<file path="src/rtl/sdram_cmd_pkg.sv">
package sdram_cmd_pkg;
  typedef struct packed {
    logic mrs;
    logic act;
    logic rd;
    logic wr;
    logic pre;
    logic rfsh;
    logic nop;
  } cmdStrobe_t;

  localparam int LAT_MIN = 3;
  localparam int LAT_MAX = 5;
  localparam int MODE_BL_LSB = 0;
  localparam int MODE_BT_BIT = 3;
  localparam int MODE_LAT_LSB = 4;
  localparam logic [2:0] BL_FULL = 3'd7;
endpackage

</file>
<file path="src/rtl/cmd_ctrl.sv">
module cmd_ctrl
  import sdram_cmd_pkg::*;
(
  input  logic       clk,
  input  logic       rstN,
  input  logic       cke,
  input  logic       csN,
  input  logic       rasN,
  input  logic       casN,
  input  logic       weN,
  output cmdStrobe_t cmdNext,
  output cmdStrobe_t cmdQ
);
  always_comb begin
    cmdNext = '0;
    if (cke) begin
      if (csN) begin
        cmdNext.nop = 1'b1;
      end else begin
        unique case ({rasN, casN, weN})
          3'b000:  cmdNext.mrs  = 1'b1;
          3'b001:  cmdNext.rfsh = 1'b1;
          3'b010:  cmdNext.pre  = 1'b1;
          3'b011:  cmdNext.act  = 1'b1;
          3'b100:  cmdNext.wr   = 1'b1;
          3'b101:  cmdNext.rd   = 1'b1;
          default: cmdNext.nop  = 1'b1;
        endcase
      end
    end
  end

  always_ff @(posedge clk or negedge rstN) begin
    if (!rstN) cmdQ <= '0;
    else       cmdQ <= cmdNext;
  end
endmodule

</file>
<file path="src/rtl/mode_datapath.sv">
module mode_datapath
  import sdram_cmd_pkg::*;
#(
  parameter int ROW_W  = 12,
  parameter int COL_W  = 8,
  parameter int BANK_W = 2,
  parameter int AP_BIT = 8
) (
  input  logic              clk,
  input  logic              rstN,
  input  cmdStrobe_t        cmdNext,
  input  logic [ROW_W-1:0]  addr,
  input  logic [BANK_W-1:0] bank,
  output logic [BANK_W-1:0] bankQ,
  output logic [ROW_W-1:0]  rowQ,
  output logic [COL_W-1:0]  colQ,
  output logic              autoPreQ,
  output logic [2:0]        latQ,
  output logic [2:0]        burstQ,
  output logic              ilvQ,
  output logic              errQ
);
  logic [2:0] latIn, burstIn;
  logic       ilvIn, latOk, burstOk, modeOk;

  assign latIn   = addr[MODE_LAT_LSB +: 3];
  assign burstIn = addr[MODE_BL_LSB +: 3];
  assign ilvIn   = addr[MODE_BT_BIT];
  assign latOk   = (int'(latIn) >= LAT_MIN) && (int'(latIn) <= LAT_MAX);

  always_comb begin
    unique case (burstIn)
      3'd1, 3'd2, 3'd3: burstOk = 1'b1;
      BL_FULL:          burstOk = !ilvIn;
      default:          burstOk = 1'b0;
    endcase
  end

  assign modeOk = latOk && burstOk;

  always_ff @(posedge clk or negedge rstN) begin
    if (!rstN) begin
      latQ   <= 3'(LAT_MIN);
      burstQ <= 3'd1;
      ilvQ   <= 1'b0;
      errQ   <= 1'b0;
    end else begin
      errQ <= cmdNext.mrs && !modeOk;
      if (cmdNext.mrs && modeOk) begin
        latQ   <= latIn;
        burstQ <= burstIn;
        ilvQ   <= ilvIn;
      end
    end
  end

  always_ff @(posedge clk or negedge rstN) begin
    if (!rstN) begin
      bankQ    <= '0;
      rowQ     <= '0;
      colQ     <= '0;
      autoPreQ <= 1'b0;
    end else begin
      autoPreQ <= (cmdNext.rd || cmdNext.wr) && addr[AP_BIT];
      if (cmdNext.act) begin
        bankQ <= bank;
        rowQ  <= addr;
      end
      if (cmdNext.rd || cmdNext.wr) begin
        bankQ <= bank;
        colQ  <= addr[COL_W-1:0];
      end
    end
  end
endmodule

</file>
<file path="src/rtl/sdram_cmd_decoder.sv">
module sdram_cmd_decoder
  import sdram_cmd_pkg::*;
#(
  parameter int ROW_W  = 12,
  parameter int COL_W  = 8,
  parameter int BANK_W = 2,
  parameter int AP_BIT = 8
) (
  input  logic              clk,
  input  logic              rstN,
  input  logic              cke,
  input  logic              csN,
  input  logic              rasN,
  input  logic              casN,
  input  logic              weN,
  input  logic [ROW_W-1:0]  addr,
  input  logic [BANK_W-1:0] bank,
  output logic              cmdMrs,
  output logic              cmdAct,
  output logic              cmdRead,
  output logic              cmdWrite,
  output logic              cmdPre,
  output logic              cmdRef,
  output logic              cmdNop,
  output logic [BANK_W-1:0] bankOut,
  output logic [ROW_W-1:0]  rowAddr,
  output logic [COL_W-1:0]  colAddr,
  output logic              autoPre,
  output logic [2:0]        readLatency,
  output logic [2:0]        burstCode,
  output logic              interleave,
  output logic              modeErr
);
  cmdStrobe_t cmdNext, cmdQ;

  cmd_ctrl ctrl_i (
    .clk(clk), .rstN(rstN), .cke(cke), .csN(csN),
    .rasN(rasN), .casN(casN), .weN(weN),
    .cmdNext(cmdNext), .cmdQ(cmdQ)
  );

  mode_datapath #(
    .ROW_W(ROW_W), .COL_W(COL_W), .BANK_W(BANK_W), .AP_BIT(AP_BIT)
  ) dp_i (
    .clk(clk), .rstN(rstN), .cmdNext(cmdNext), .addr(addr), .bank(bank),
    .bankQ(bankOut), .rowQ(rowAddr), .colQ(colAddr), .autoPreQ(autoPre),
    .latQ(readLatency), .burstQ(burstCode), .ilvQ(interleave), .errQ(modeErr)
  );

  assign cmdMrs   = cmdQ.mrs;
  assign cmdAct   = cmdQ.act;
  assign cmdRead  = cmdQ.rd;
  assign cmdWrite = cmdQ.wr;
  assign cmdPre   = cmdQ.pre;
  assign cmdRef   = cmdQ.rfsh;
  assign cmdNop   = cmdQ.nop;
endmodule

</file>
<file path="config.mk">
export PLATFORM = sky130hd
export DESIGN_NAME = sdram_cmd_decoder
export DESIGN_NICKNAME = d
export VERILOG_FILES = /design/src/rtl/sdram_cmd_pkg.sv /design/src/rtl/cmd_ctrl.sv /design/src/rtl/mode_datapath.sv /design/src/rtl/sdram_cmd_decoder.sv
export SDC_FILE = /design/constraint.sdc
export NUM_CORES = 1
export LEC_CHECK = 0
export BUFFER_PORTS_ARGS = -buffer_cell sky130_fd_sc_hd__buf_2
export CAP_MARGIN = 15
export CORE_ASPECT_RATIO = 0.9
export CORE_MARGIN = 2
export CORE_UTILIZATION = 35
export DETAILED_ROUTE_END_ITERATION = 16
export PLACE_DENSITY = 0.66
export SLEW_MARGIN = 10
export SYNTH_ARGS = -nofsm -noshare
export SYNTH_HDL_FRONTEND = slang
export SYNTH_SLANG_ARGS = --single-unit
</file>
<file path="constraint.sdc">
create_clock -name clk -period 1 [get_ports clk]
set_input_delay 0.05 -clock clk [delete_from_list [all_inputs] [get_ports clk]]
set_output_delay 0.05 -clock clk [all_outputs]
set_load 0.01 [all_outputs]
</file>
==> results.json <==
{
  "yosysWarnings": 0,
  "seqCellArea_sq_um": 954.7,
  "viasPerCell": 4.646,
  "diodes": 0,
  "drt_iter0_drc": 60,
  "clockBufferDepth": 2,
  "io_buffers": 58,
  "synth_area_sq_um": 1464,
  "dp.cells": 212,
  "grt_pass1_vias": 1109,
  "nets": 198,
  "yosysSeqAreaShare": 0.6521,
  "syn_to_final_growth_pct": 46.92,
  "antenna_left": 0,
  "critPathCaptureType": "primary output",
  "r2r_slack_ns": 0.21,
  "clock_latency_ns": 0.27,
  "max_cap_viol_count": 0,
  "placement_rows": 22,
  "dieArea_sq_um": 4717,
  "crit_buf_inv": 1,
  "slowest_delay_ns": 0.54,
  "grt_use_met1": 0.1852,
  "cp_max_fo": 2,
  "layout_common_cells": "buf_2, dfrtp_1, mux2_2",
  "placed_cell_area_sq_um": 1964,
  "max_freq_ghz": 1.025,
  "power_mw": 3.822,
  "slew_headroom": 0.7529,
  "finalWorstPathRequiredPeriod_ns": 0.9759,
  "critPathLaunchType": "flip-flop",
  "cts_sinks": 38,
  "grt_use_total": 0.1521,
  "wire_per_inst_um": 14.87,
  "cts_buffers": 5,
  "fin_area_sq_um": 2151,
  "drive_gt1_frac": 0.6910,
  "hold_viol": 0,
  "dr.pass1.iters": 4,
  "grt_max_degree": 17,
  "syn_area_per_cell_sq_um": 16.27,
  "overflow": 0,
  "core_area_sq_um": 4046,
  "cp-startpoint": "dp_i.latQ[0]$_DFFE_PN1P_",
  "drc": 0,
  "critPathTopFamily": "flip-flops",
  "fin_util": 0.5315,
  "arrival_ns": 0.93,
  "path_depth": 1,
  "tns_ns": 0,
  "tightest_slew_ns": 0.3672,
  "grt_first_pass_wirelength_um": 5368,
  "finalWirelength_um": 3360,
  "setup_viol": 0,
  "clkTransAtPathRegs_ns": 0.07,
  "cp.required_ns": 0.95,
  "syn-instance-count": 90,
  "cts-root-buf": "clkbuf_8",
  "h-tree-depth": 2,
  "globalplace.congestion": 0.7509,
  "ios": 59,
  "timing.rr.start": "dp_i.colQ[3]$_DFFE_PN0P_",
  "final_common_cell": "buf_2",
  "postSynthRegisterBits": 38,
  "hold_class": "input pin to flip-flop",
  "vdd_drop_max_v": 0.0005938,
  "dpl.hpwl_um": 2601,
  "antenna_found_initial": 0,
  "die-height_um": 65.36,
  "n_fill_cell": 347,
  "finalCritPeriodShare": 0.9759,
  "setup_slack_ns": 0.02406,
  "vias": 1050,
  "synth_cell_types": 20,
  "crit_slowest_cell": "dfstp_2",
  "use_met3": 0.04294,
  "rsz0062_at_grt": "yes",
  "cts_tree": "done",
  "grt_use_met2": 0.2592,
  "chipWidth_um": 72.17,
  "finalClockSkew_ns": 0,
  "worstSetupPathType": "flip-flop to primary output",
  "slew_violations": 0,
  "crit_chain": "buf_6",
  "worst_hold_startpoint": "weN",
  "syn_nets": 111,
  "r2r_cells": 1,
  "post-place-ws_ns": -0.2755,
  "power_density_nw_per_um2": 1777,
  "worst_hold_path.num_cells": 2,
  "layout.cells.non_filler": 226,
  "whs_ns": 0.006823,
  "top_usage_layer": "met2",
  "outcome": "complete, no violations",
  "p_leak_nw": 1.101,
  "multi_input_area_sq_um": 509.2,
  "start_util": 0.3618
}
==> path summary, 6_finish.rpt <==
check                                                  end
worst max-delay path                        readLatency[0]
worst min-delay path              ctrl_i.cmdQ[6]$_DFF_PN0_
worst max register to register    dp_i.colQ[3]$_DFFE_PN0P_
worst min register to register   dp_i.rowQ[11]$_DFFE_PN0P_
max in group asynchronous         dp_i.colQ[5]$_DFFE_PN0P_
min in group asynchronous       dp_i.burstQ[1]$_DFFE_PN0P_
==> cells by family (layout without fill, tap and decap cells) <==
kind of cell / count (synthesis) / count (layout) / share of synthesized area
buffers and inverters: 4 / 92 / 0.01795
AND/OR/NAND/NOR: 16 / 16 / 0.09317
flip-flops: 38 / 38 / 0.6521
AO/OA/AOI/OAI: 3 / 3 / 0.01368
multiplexers: 29 / 29 / 0.2231
==> Yosys cell counts <==
master | count | area share
nand2b_1 | 1 | 0.0043
inv_2 | 1 | 0.0026
dfrtp_1 | 35 | 0.60
nand2_2 | 1 | 0.0043
mux2_2 | 29 | 0.22
buf_6 | 1 | 0.0077
dfstp_2 | 3 | 0.054
nand2b_2 | 1 | 0.0060
or2_2 | 1 | 0.0043
a22oi_1 | 1 | 0.0051
nor2b_1 | 2 | 0.0085
inv_1 | 1 | 0.0026
nor4_4 | 2 | 0.029
and2_1 | 3 | 0.013
buf_4 | 1 | 0.0051
nor4_1 | 2 | 0.0085
nor3b_1 | 1 | 0.0051
o21bai_1 | 1 | 0.0051
a21oi_1 | 1 | 0.0034
nand3b_1 | 2 | 0.010
==> registers in the layout, indices dropped and copies added, names as in the netlist <==
name           count
dp_i.rowQ         12
dp_i.colQ          8
ctrl_i.cmdQ        7
dp_i.burstQ        3
dp_i.latQ          3
dp_i.bankQ         2
dp_i.autoPreQ      1
dp_i.errQ          1
dp_i.ilvQ          1
==> area by class of cell <==
type	instances	area share
clock inverters	1	0.002327
clock buffers	7	0.04014
flip-flops and latches	38	0.4439
inverters	2	0.003490
multi-input cells	48	0.2368
well taps	48	0.02792
repair buffers	82	0.2455
==> metal layers <==
layer / vias to the layer above / routed length, um
met4: 0 / 56
met3: 6 / 164
met1: 521 / 1386
met5: - / 0
met2: 34 / 1753
li1: 489 / -
==> where the power goes <==
group	internal, mW	switching (mW)
Clock	0.556	0.497
Sequential	1.79	0.130
Combinational	0.471	0.380
Total	2.82	1.01
==> what timing repair did <==
item,4_1_cts,5_1_grt
cloned,0,0
setup buffers,0,0
endpoints found under the hold margin,33,1
resized for setup,1,6
setup endpoints to repair,1,14
hold buffers,5,1
Note: power is estimated with default switching activity, not from simulation.
